==> src/rtl/txtgen_pkg.sv <==
package txtgen_pkg;
  localparam int GLYPH_W    = 8;
  localparam int GLYPH_H    = 16;
  localparam int CODE_W     = 8;
  localparam int LINE_W     = 4;
  localparam int PIX_W      = 3;
  localparam int FONT_W     = 5;
  // clocks between the text address strobe and the start of the fetched cell
  localparam int FETCH_LEAD = 4;
endpackage

==> src/rtl/txtgen_scan_counter.sv <==
module txtgen_scan_counter #(
  parameter int H_TOTAL = 1264,
  parameter int V_TOTAL = 597,
  parameter int HW      = 11,
  parameter int VW      = 10
) (
  input  logic          clk,
  input  logic          rst,
  output logic [HW-1:0] h_q,
  output logic [VW-1:0] v_q
);
  localparam logic [HW-1:0] H_LAST = HW'(H_TOTAL - 1);
  localparam logic [VW-1:0] V_LAST = VW'(V_TOTAL - 1);

  always_ff @(posedge clk) begin
    if (rst) begin
      h_q <= '0;
      v_q <= '0;
    end else if (h_q == H_LAST) begin
      h_q <= '0;
      v_q <= (v_q == V_LAST) ? '0 : v_q + 1'b1;
    end else begin
      h_q <= h_q + 1'b1;
    end
  end


  h_range_chk: assert property (@(posedge clk) disable iff (rst) h_q <= H_LAST);

  h_wrap_chk: assert property (@(posedge clk) disable iff (rst)
    (h_q == H_LAST) |=> (h_q == '0));

  v_range_chk: assert property (@(posedge clk) disable iff (rst) v_q <= V_LAST);

  v_hold_chk: assert property (@(posedge clk) disable iff (rst)
    (h_q != H_LAST) |=> $stable(v_q));
endmodule

==> src/rtl/txtgen_sync_decode.sv <==
module txtgen_sync_decode
  import txtgen_pkg::*;
#(
  parameter int H_ACT      = 1024,
  parameter int H_FP       = 8,
  parameter int H_SYNC     = 176,
  parameter int V_ACT      = 576,
  parameter int V_FP       = 1,
  parameter int V_SYNC     = 3,
  parameter int TOP_LINES  = 32,
  parameter int TEXT_LINES = 512,
  parameter int HW         = 11,
  parameter int VW         = 10,
  parameter int CW         = 7,
  parameter int RW         = 5
) (
  input  logic              clk,
  input  logic              rst,
  input  logic [HW-1:0]     h_q,
  input  logic [VW-1:0]     v_q,
  output logic              hsync_q,
  output logic              vsync_q,
  output logic              blank_q,
  output logic [CW-1:0]     col_q,
  output logic [RW-1:0]     row_q,
  output logic [LINE_W-1:0] line_q,
  output logic [PIX_W-1:0]  pix_q
);
  localparam logic [HW-1:0] H_ACT_C = HW'(H_ACT);
  localparam logic [HW-1:0] HS_BEG  = HW'(H_ACT + H_FP);
  localparam logic [HW-1:0] HS_END  = HW'(H_ACT + H_FP + H_SYNC);
  localparam logic [VW-1:0] VS_BEG  = VW'(V_ACT + V_FP);
  localparam logic [VW-1:0] VS_END  = VW'(V_ACT + V_FP + V_SYNC);
  localparam logic [VW-1:0] V_TOP   = VW'(TOP_LINES);
  localparam logic [VW-1:0] V_BOT   = VW'(TOP_LINES + TEXT_LINES);

  logic          in_text;
  logic [VW-1:0] text_v;
  logic          unused_dec;

  assign in_text    = (h_q < H_ACT_C) && (v_q >= V_TOP) && (v_q < V_BOT);
  assign text_v     = v_q - V_TOP;
  assign unused_dec = ^text_v;

  always_ff @(posedge clk) begin
    if (rst) begin
      hsync_q <= 1'b0;
      vsync_q <= 1'b0;
      blank_q <= 1'b1;
      col_q   <= '0;
      row_q   <= '0;
      line_q  <= '0;
      pix_q   <= '0;
    end else begin
      hsync_q <= (h_q >= HS_BEG) && (h_q < HS_END);
      vsync_q <= (v_q >= VS_BEG) && (v_q < VS_END);
      blank_q <= !in_text;
      if (in_text) begin
        col_q  <= h_q[CW+2:3];
        row_q  <= text_v[RW+3:4];
        line_q <= text_v[3:0];
        pix_q  <= h_q[2:0];
      end else begin
        col_q  <= '0;
        row_q  <= '0;
        line_q <= '0;
        pix_q  <= '0;
      end
    end
  end


  hsync_blank_chk: assert property (@(posedge clk) disable iff (rst) hsync_q |-> blank_q);

  vsync_blank_chk: assert property (@(posedge clk) disable iff (rst) vsync_q |-> blank_q);

  idle_fields_chk: assert property (@(posedge clk) disable iff (rst)
    blank_q |-> (col_q == '0 && row_q == '0 && line_q == '0 && pix_q == '0));

  pix_step_chk: assert property (@(posedge clk) disable iff (rst)
    (!blank_q && pix_q != 3'd7) |=> (blank_q || pix_q == $past(pix_q) + 3'd1));
endmodule

==> src/rtl/txtgen_glyph_fetch.sv <==
module txtgen_glyph_fetch
  import txtgen_pkg::*;
#(
  parameter int H_TOTAL   = 1264,
  parameter int V_TOTAL   = 597,
  parameter int TOP_LINES = 32,
  parameter int HW        = 11,
  parameter int VW        = 10,
  parameter int CW        = 7,
  parameter int RW        = 5,
  parameter int GAW       = FONT_W + CODE_W + LINE_W
) (
  input  logic               clk,
  input  logic               rst,
  input  logic [HW-1:0]      h_q,
  input  logic [VW-1:0]      v_q,
  input  logic [FONT_W-1:0]  font_sel,
  input  logic [CODE_W-1:0]  char_code,
  input  logic [GLYPH_W-1:0] glyph_byte,
  output logic [RW+CW-1:0]   text_addr_q,
  output logic [GAW-1:0]     glyph_addr_q,
  output logic               shift_msb
);
  localparam logic [HW-1:0]    H_WRAP   = HW'(H_TOTAL - FETCH_LEAD);
  localparam logic [HW-1:0]    LEAD_C   = HW'(FETCH_LEAD);
  localparam logic [VW-1:0]    V_LAST   = VW'(V_TOTAL - 1);
  localparam logic [VW-1:0]    V_TOP    = VW'(TOP_LINES);
  localparam logic [PIX_W-1:0] LOAD_PH  = 3'd0;
  localparam logic [PIX_W-1:0] TADDR_PH = 3'(GLYPH_W - FETCH_LEAD);
  localparam logic [PIX_W-1:0] GADDR_PH = 3'(GLYPH_W - FETCH_LEAD + 2);

  logic [HW-1:0]      look_h;
  logic [VW-1:0]      look_v;
  logic [VW-1:0]      text_v;
  logic [LINE_W-1:0]  line_hold_q;
  logic [GLYPH_W-1:0] shreg_q;
  logic               unused_fetch;

  // position FETCH_LEAD clocks ahead, carried into the next line at its end
  always_comb begin
    if (h_q >= H_WRAP) begin
      look_h = h_q - H_WRAP;
      look_v = (v_q == V_LAST) ? '0 : v_q + 1'b1;
    end else begin
      look_h = h_q + LEAD_C;
      look_v = v_q;
    end
  end

  assign text_v       = look_v - V_TOP;
  assign unused_fetch = ^{look_h, text_v};

  always_ff @(posedge clk) begin
    if (rst) begin
      text_addr_q  <= '0;
      line_hold_q  <= '0;
      glyph_addr_q <= '0;
      shreg_q      <= '0;
    end else begin
      if (h_q[2:0] == TADDR_PH) begin
        text_addr_q <= {text_v[RW+3:4], look_h[CW+2:3]};
        line_hold_q <= text_v[3:0];
      end
      if (h_q[2:0] == GADDR_PH)
        glyph_addr_q <= {font_sel, char_code, line_hold_q};
      if (h_q[2:0] == LOAD_PH)
        shreg_q <= glyph_byte;
      else
        shreg_q <= {shreg_q[GLYPH_W-2:0], 1'b0};
    end
  end

  assign shift_msb = shreg_q[GLYPH_W-1];


  taddr_hold_chk: assert property (@(posedge clk) disable iff (rst)
    (h_q[2:0] != TADDR_PH) |=> $stable(text_addr_q));

  gaddr_hold_chk: assert property (@(posedge clk) disable iff (rst)
    (h_q[2:0] != GADDR_PH) |=> $stable(glyph_addr_q));
endmodule

==> src/rtl/txtgen_top.sv <==
module txtgen_top
  import txtgen_pkg::*;
#(
  parameter int COLS        = 128,
  parameter int ROWS        = 32,
  parameter int BORDER_ROWS = 2,
  parameter int H_FP        = 8,
  parameter int H_SYNC      = 176,
  parameter int H_BP        = 56,
  parameter int V_FP        = 1,
  parameter int V_SYNC      = 3,
  parameter int V_BP        = 17,
  localparam int CW         = $clog2(COLS),
  localparam int RW         = $clog2(ROWS),
  localparam int GAW        = FONT_W + CODE_W + LINE_W
) (
  input  logic               clk,
  input  logic               rst,
  input  logic [FONT_W-1:0]  font_sel,
  input  logic [CODE_W-1:0]  char_code,
  input  logic [GLYPH_W-1:0] glyph_byte,
  output logic               hsync,
  output logic               vsync,
  output logic               blank,
  output logic [CW-1:0]      cell_col,
  output logic [RW-1:0]      cell_row,
  output logic [LINE_W-1:0]  glyph_line,
  output logic [PIX_W-1:0]   pix_idx,
  output logic               pixel,
  output logic [RW+CW-1:0]   text_addr,
  output logic [GAW-1:0]     glyph_addr
);
  localparam int H_ACT      = COLS * GLYPH_W;
  localparam int TOP_LINES  = BORDER_ROWS * GLYPH_H;
  localparam int TEXT_LINES = ROWS * GLYPH_H;
  localparam int V_ACT      = TEXT_LINES + 2 * TOP_LINES;
  localparam int H_TOTAL    = H_ACT + H_FP + H_SYNC + H_BP;
  localparam int V_TOTAL    = V_ACT + V_FP + V_SYNC + V_BP;
  localparam int HW         = $clog2(H_TOTAL);
  localparam int VW         = $clog2(V_TOTAL);

  logic [HW-1:0] h_q;
  logic [VW-1:0] v_q;
  logic          shift_msb;

  txtgen_scan_counter #(
    .H_TOTAL(H_TOTAL), .V_TOTAL(V_TOTAL), .HW(HW), .VW(VW)
  ) u_cnt (
    .clk(clk), .rst(rst), .h_q(h_q), .v_q(v_q)
  );

  txtgen_sync_decode #(
    .H_ACT(H_ACT), .H_FP(H_FP), .H_SYNC(H_SYNC),
    .V_ACT(V_ACT), .V_FP(V_FP), .V_SYNC(V_SYNC),
    .TOP_LINES(TOP_LINES), .TEXT_LINES(TEXT_LINES),
    .HW(HW), .VW(VW), .CW(CW), .RW(RW)
  ) u_dec (
    .clk(clk), .rst(rst), .h_q(h_q), .v_q(v_q),
    .hsync_q(hsync), .vsync_q(vsync), .blank_q(blank),
    .col_q(cell_col), .row_q(cell_row), .line_q(glyph_line), .pix_q(pix_idx)
  );

  txtgen_glyph_fetch #(
    .H_TOTAL(H_TOTAL), .V_TOTAL(V_TOTAL), .TOP_LINES(TOP_LINES),
    .HW(HW), .VW(VW), .CW(CW), .RW(RW), .GAW(GAW)
  ) u_fetch (
    .clk(clk), .rst(rst), .h_q(h_q), .v_q(v_q),
    .font_sel(font_sel), .char_code(char_code), .glyph_byte(glyph_byte),
    .text_addr_q(text_addr), .glyph_addr_q(glyph_addr), .shift_msb(shift_msb)
  );

  assign pixel = shift_msb & ~blank;


  pixel_blank_chk: assert property (@(posedge clk) disable iff (rst) blank |-> !pixel);
endmodule

==> config.mk <==
export PLATFORM = sky130hd
export DESIGN_NAME = txtgen_top
export DESIGN_NICKNAME = d
export VERILOG_FILES = /design/src/rtl/txtgen_pkg.sv /design/src/rtl/txtgen_scan_counter.sv /design/src/rtl/txtgen_sync_decode.sv /design/src/rtl/txtgen_glyph_fetch.sv /design/src/rtl/txtgen_top.sv
export SDC_FILE = /design/constraint.sdc
export NUM_CORES = 1
export LEC_CHECK = 0
export ABC_AREA = 1
export BUFFER_PORTS_ARGS = -buffer_cell sky130_fd_sc_hd__buf_2
export CAP_MARGIN = 40
export CORE_MARGIN = 2
export CORE_UTILIZATION = 45
export CTS_BUF_LIST = sky130_fd_sc_hd__clkbuf_8
export CTS_CLUSTER_DIAMETER = 150
export CTS_CLUSTER_SIZE = 14
export DETAILED_ROUTE_END_ITERATION = 8
export PLACE_DENSITY = 0.68
export SLEW_MARGIN = 0
export SYNTH_ARGS = -nofsm -noshare
export SYNTH_HDL_FRONTEND = slang
export SYNTH_SLANG_ARGS = --single-unit
==> constraint.sdc <==
create_clock -name clk -period 5.1 [get_ports clk]
set_clock_uncertainty 0.05 [all_clocks]
set_input_delay 0.51 -clock clk [delete_from_list [all_inputs] [get_ports clk]]
set_output_delay 0.51 -clock clk [all_outputs]
set_load 0.02 [all_outputs]
# Yosys cells after proc, flatten, opt, wreduce, memory -nomap -nowiden
# Index checks and enable logic that the tools add are counted.
word_totals:
  word_cells: 49
  in_bits: 23
  output_inout_bits: 52
  ff_bits: 84
op_classes:
  bitwise: 4
  n_eq_ne: 4
  n_reduce_logical: 9
  n_addsub: 6
  mux: 4
  magnitude_cmp: 8
ops:
  columns: ["cell", "count"]
  rows:
  - ["greater-or-equal comparator 11 bit, second input constant", 2]
  - ["less-than comparator 11 bit, second input constant", 2]
  - ["less-than comparator 10 bit, second input constant", 2]
  - ["two-way mux 10 bit", 2]
  - ["subtractor 9 x 6 -> 9 bit, second input constant", 2]
  - ["adder 11 x 1 -> 11 bit, second input constant", 1]
  - ["== test 11 bit, second input constant", 1]
  - ["adder 10 x 1 -> 10 bit, second input constant", 1]
  - ["adder 10 x 3 -> 10 bit, second input constant", 1]
  - ["== test 10 bit, second input constant", 1]
  - ["greater-or-equal comparator 10 bit, second input constant", 1]
  - ["greater-or-equal comparator 10 x 6 -> 1 bit, second input constant", 1]
  - ["subtractor 10 x 8 -> 10 bit, second input constant", 1]
  - ["two-way mux 9 bit", 1]
  - ["two-way mux 8 bit", 1]
  - ["== test 3 bit, second input constant", 2]
  - ["OR reduction 2 bit", 3]
  - ["logical AND 1 bit", 4]
  - ["logical NOT 3 bit", 1]
  - ["inverter 1 bit", 3]
  - ["AND 1 bit", 1]
  - ["logical NOT 1 bit", 1]

# Depth between registers and ports, before layout
logic_depth:
  depth_word: 5
  mapped_depth: 14
  depth_no_buf: 13

# By module
# From an unflattened synthesis, not the netlist that was laid out.
unflattened:
  hier_cells: 560
  hier_area_um2: 4016.4
by_module_without_submodules:
  columns: ["module", "area_per_inst_um2", "seq_area_each_um2", "cells_each", "instances"]
  rows:
  - ["txtgen_glyph_fetch", 2079.5, 820.8, 306, 1]
  - ["txtgen_scan_counter", 1119.8, 420.4, 165, 1]
  - ["txtgen_sync_decode", 807.0, 440.4, 87, 1]
  - ["txtgen_top", 10.0, 0.0, 2, 1]

# Worst setup path after synthesis
# OpenSTA, ideal clock, no wires.
synth_path:
  path_kind: "register -> register"
  startpoint: "register u_cnt.h_q[2]"
  endpoint: "register u_fetch.text_addr_q[6]"
  path_buffers: 1
  period_less_slack_ns: 2.322
  setup_time_ns: 0.120
  required_time_ns: 4.930
  path_stages_with_launch: 15
  t_arrival_ns: 2.151
  setup_slack_ns: 2.778
  cell_sequence: "dfxtp_1 -> ha_1 -> nand2_1 -> nor2_1 -> nand2_2 -> nand3_2 -> buf_6 -> ha_1 -> inv_1 -> o21ai_0 -> inv_1 -> nor2_1 -> a31oi_1 -> xnor2_1 -> a21oi_1"
synth_via:
  elab_chain_cells: 2
  word_cells_on_any_way: 5
  classes_between: "2 x add/sub; 1 x order compare; 1 x eq/ne; 1 x mux"
synth_rtl:
  columns: ["item", "line", "source"]
  rows:
  - ["start, declared", "txtgen_scan_counter.sv:9", "output logic [HW-1:0] h_q,"]
  - ["start signal, assigned", "txtgen_scan_counter.sv:23", "h_q <= h_q + 1'b1;"]
  - ["adder 10 x 3 -> 10 bit (tied with other cells)", "txtgen_glyph_fetch.sv:45", "look_h = h_q + LEAD_C;"]
  - ["two-way mux 10 bit", "txtgen_glyph_fetch.sv:41", "if (h_q >= H_WRAP) begin"]
  - ["end signal, assigned", "txtgen_glyph_fetch.sv:61", "text_addr_q <= {text_v[RW+3:4], look_h[CW+2:3]};"]
  - ["end, declared", "txtgen_glyph_fetch.sv:20", "output logic [RW+CW-1:0] text_addr_q,"]
# Several ways; a longest one is shown, not always the timed one.
# A chain may end at the register's enable or synchronous reset.

# Worst setup path in the final report
# Ends and elaborated chain as after synthesis.

==> results by group <==
Run status
  – Outcome: finished, final reports clean

Yosys
  – Mapped cell area: between 3000 and 4000 um2
  – Yosys top cell area share: 0.467
  – Post-synth top flop: dfxtp_1
  – Post-synth net total: roughly 500
  – Mapped Cells: ~460
  – Yosys warns: 0
  – EDFF count, synth: 0
  – Most common cell in the netlist: nor2_1
  – Leading cell types by count after synthesis: nor2_1 (98), dfxtp_1 (84), nand2_1 (53)
  – Ys async rst share: 0
  – Synth unique cells: 37
  – Post-synthesis sequential area ratio: 0.467
  – #FFs+latches synth: 84
  – Main area contributors after synthesis: dfxtp_1 (47%), nor2_1 (10%), o21ai_0 (5.8%)
  – Synth area leader: dfxtp_1
  – Avg Inst Size Synth: approximately 7.8 um2

Layout
  – Non-Filler Instances: 640
  – Nets: 570
  – Layout cells sized above 1: 0.223
  – Area Growth Syn to Fin: 16.7%
  – Diodes inserted: 0
  – Final non-filler cell area: 4200 um2

CTS
  – Reg clk slew, reported paths: roughly 0.090 ns
  – # Post-CTS Setup Buffers: 0
  – Deepest clock path buffer count: 2
  – Worst skew pair latency: 0.36 ns
  – Htree depth: 3
  – Clock Sinks: 84
  – CTS-repair resized insts: 0
  – CTS Hold Bufs: 0
  – CTS tree: yes
  – Total CTS buffers: 9
  – Root buf cell: clkbuf_8

Worst setup path
  – R2R Path Start: u_cnt.h_q[2]
  – CP bufs+invs: 2
  – CP cell instances: ha_1 > nand2_1 > nor2_1 > nand2_2 > nand3_2 > ha_1 > inv_1 > o21ai_0 > inv_1 > nor2_1 > a31oi_1 > xnor2_1 > a21oi_1
  – Worst setup path endpoint: u_fetch.text_addr_q[6]
  – Critical Path End Type: flip-flop
  – Req. time, crit path: between 5 and 6 ns
  – CP max stage cell: ha_1
  – Crit path largest cell delay: around 0.45 ns
  – R2R Path End: u_fetch.text_addr_q[6]
  – R2r setup slk: around 2.4 ns
  – CP top delay family: adder cells
  – Crit path depth: 13
  – CP Launch Point: u_cnt.h_q[2]
  – WP data arrival: 2.88 ns
  – Reg2Reg Depth: 13
  – Kind of critical path: flip-flop to flip-flop
  – Type of origin of the critical path: flip-flop
  – Crit-path max FO: 16

Drt
  – DR pass1 iterations: 5
  – DR DRC count: 0
  – 1st-iter DRT viols: 277
  – WL/cell: around 13 um
  – Vias post-DR: ~3,100
  – Vias per cell: 4.88
  – WL final: ~8.3 mm
  – Final ANT Viol Nets: 0

Timing
  – Final worst path period share: 0.530
  – Max-slew violation count: 0
  – Setup TNS: 0 ns
  – Measured slew at the worst slew-check pin: around 0.74 ns
  – Slew margin rel.: 0.501
  – Final worst path period need: between 2 and 3 ns
  – Fin. Hold Viols: 0
  – RSZ-0062 raised after global routing: no
  – Final setup fails: 0
  – Peak Freq: 370 MHz

Place
  – Final HPWL from detailed placement: just over 6 mm
  – Count of input and output buffers: 74
  – Cell total after placement: ~620
  – Placed Area: 4020 um2
  – GP Congestion: between 0.9 and 1

Global route
  – GR Util met3: 0.0379
  – Met1 Usage GRT: 0.266
  – Global-route wire length before repair: around 14 mm
  – GRT Util Overall: 0.199
  – Grt total ovfl: 0
  – Largest net degree at the start of global routing: 23
  – Initial antenna violation count: 0
  – Vias in the first global route: around 2,800
  – Met2 Use GR: 0.308
  – GRT busiest layer: met2

Run
  – Maxcap violations: 0

Power and ir drop
  – Reg power frac: 0.565
  – Net Sw Frac: 0.248
  – Leak: just under 2 nW
  – Int Power: approximately 0.9 mW
  – Pwr Density: 287 nW/um2
  – Clock power frac: 0.369
  – Logic gate share of total power: 0.065
  – VDD IR max: between 100 and 150 uV
  – Switching power: between 0.2 and 0.3 mW

Floorplanning
  – Overall die area: roughly 8700 um2
  – Row cnt: 32
  – Height of the die: about 93 um
  – Die W: between 90 and 100 um
  – Initial core utilization: 0.466
  – IO Pins: 75
  – Core area: just under 8000 um2

Worst hold path
  – Hold Crit Class: primary input to flip-flop
==> stage by stage <==
step / utilization / hold WS [ns] / total power [mW] / worst slack [ns]
after floorplan: - / 0.367 / 0.748 / 2.78
after global placement: 0.520 / 0.385 / 0.773 / 2.53
after detailed placement: 0.520 / 0.393 / 0.774 / 2.40
after CTS: 0.544 / 0.322 / 1.22 / 2.41
after global routing: 0.544 / 0.337 / 1.26 / 2.12
final: 0.544 / 0.341 / 1.20 / 2.39
==> worst reg2reg max path, delay by kind of cell, from the launching register on <==
family          cells  cell delay [ns]
buf+inv             2             0.12
simple gates        5             0.70
flops               1             0.37
xor+xnor            1             0.16
fa+ha+maj           2             0.73
compound gates      3             0.46
==> power groups by stage <==
| stage | registers, mW | logic, mW | clock network, mW |
|---|---|---|---|
| after CTS | 0.681 | 0.0788 | 0.459 |
| after detailed placement | 0.696 | 0.0782 | 0 |
| after floorplan | 0.703 | 0.0447 | 0 |
| final | 0.681 | 0.0786 | 0.445 |
| after global routing | 0.683 | 0.0896 | 0.488 |
| after global placement | 0.695 | 0.0776 | 0 |
==> cell families after synthesis <==
| kind of cell | after synthesis | synth area share |
|---|---|---|
| buf+inv | 71 | 0.0848 |
| flops | 84 | 0.467 |
| compound gates | 86 | 0.136 |
| fa+ha+maj | 14 | 0.0486 |
| xor+xnor | 11 | 0.0268 |
| simple gates | 196 | 0.237 |
==> cells in the final DEF (no fill, tap or decap), types with 2 or more instances in the layout <==
master,synthesis,routed
xnor2_1,6,6
buf_2,1,74
nand2_2,5,5
o211ai_1,2,2
nor2_1,98,98
o22ai_1,6,6
o21ai_0,42,42
o21ai_1,5,5
nand3_1,16,16
nor3_1,4,4
nor2_2,4,4
ha_1,14,14
dfxtp_1,84,84
o221ai_1,3,3
inv_2,9,9
nor3_2,2,2
clkinv_2,0,2
clkbuf_8,0,11
nand3_2,4,4
buf_4,4,2
xor2_1,5,5
a31oi_1,2,2
inv_1,45,45
o21ai_2,2,2
a21oi_1,17,17
nand2_1,53,53
nand4_1,8,8
==> flip-flops by register name (all words and copies together) (netlist names) <==
register,cells
u_fetch.glyph_addr_q,17
u_fetch.text_addr_q,12
u_cnt.h_q,11
u_cnt.v_q,10
u_fetch.shreg_q,8
u_dec.col_q,7
u_dec.row_q,5
u_dec.line_q,4
u_fetch.line_hold_q,4
u_dec.pix_q,3
u_dec.blank_q,1
u_dec.hsync_q,1
u_dec.vsync_q,1
==> layer usage <==
metal | routed length, um | up-vias
met4 | 105 | 0
met1 | 4070 | 1385
li1 | - | 1643
met3 | 502 | 7
met2 | 3650 | 89
met5 | 0 | -
==> worst min path at each step <==
| stage | depth (start not counted) | start | to | slack, ns |
|---|---|---|---|---|
| floorplan | 1 | u_cnt.h_q[0] | u_cnt.h_q[0] | 0.37 |
| global placement | 1 | u_cnt.h_q[0] | u_cnt.h_q[0] | 0.38 |
| detailed placement | 1 | u_cnt.h_q[0] | u_cnt.h_q[0] | 0.39 |
| CTS | 3 | glyph_byte[0] | u_fetch.shreg_q[0] | 0.32 |
| global route | 3 | glyph_byte[0] | u_fetch.shreg_q[0] | 0.34 |
| finish | 3 | glyph_byte[0] | u_fetch.shreg_q[0] | 0.34 |
==> layout make-up <==
cell class	instances	area (um2)
fill	741	3530
sequential	84	1680
multi-input combinational	307	1610
timing repair buffer	76	385
inverter	55	206
clock buffer	11	151
tap	102	128
clock inverter	5	35.0
No activity file was read; power rests on OpenSTA's default activity.
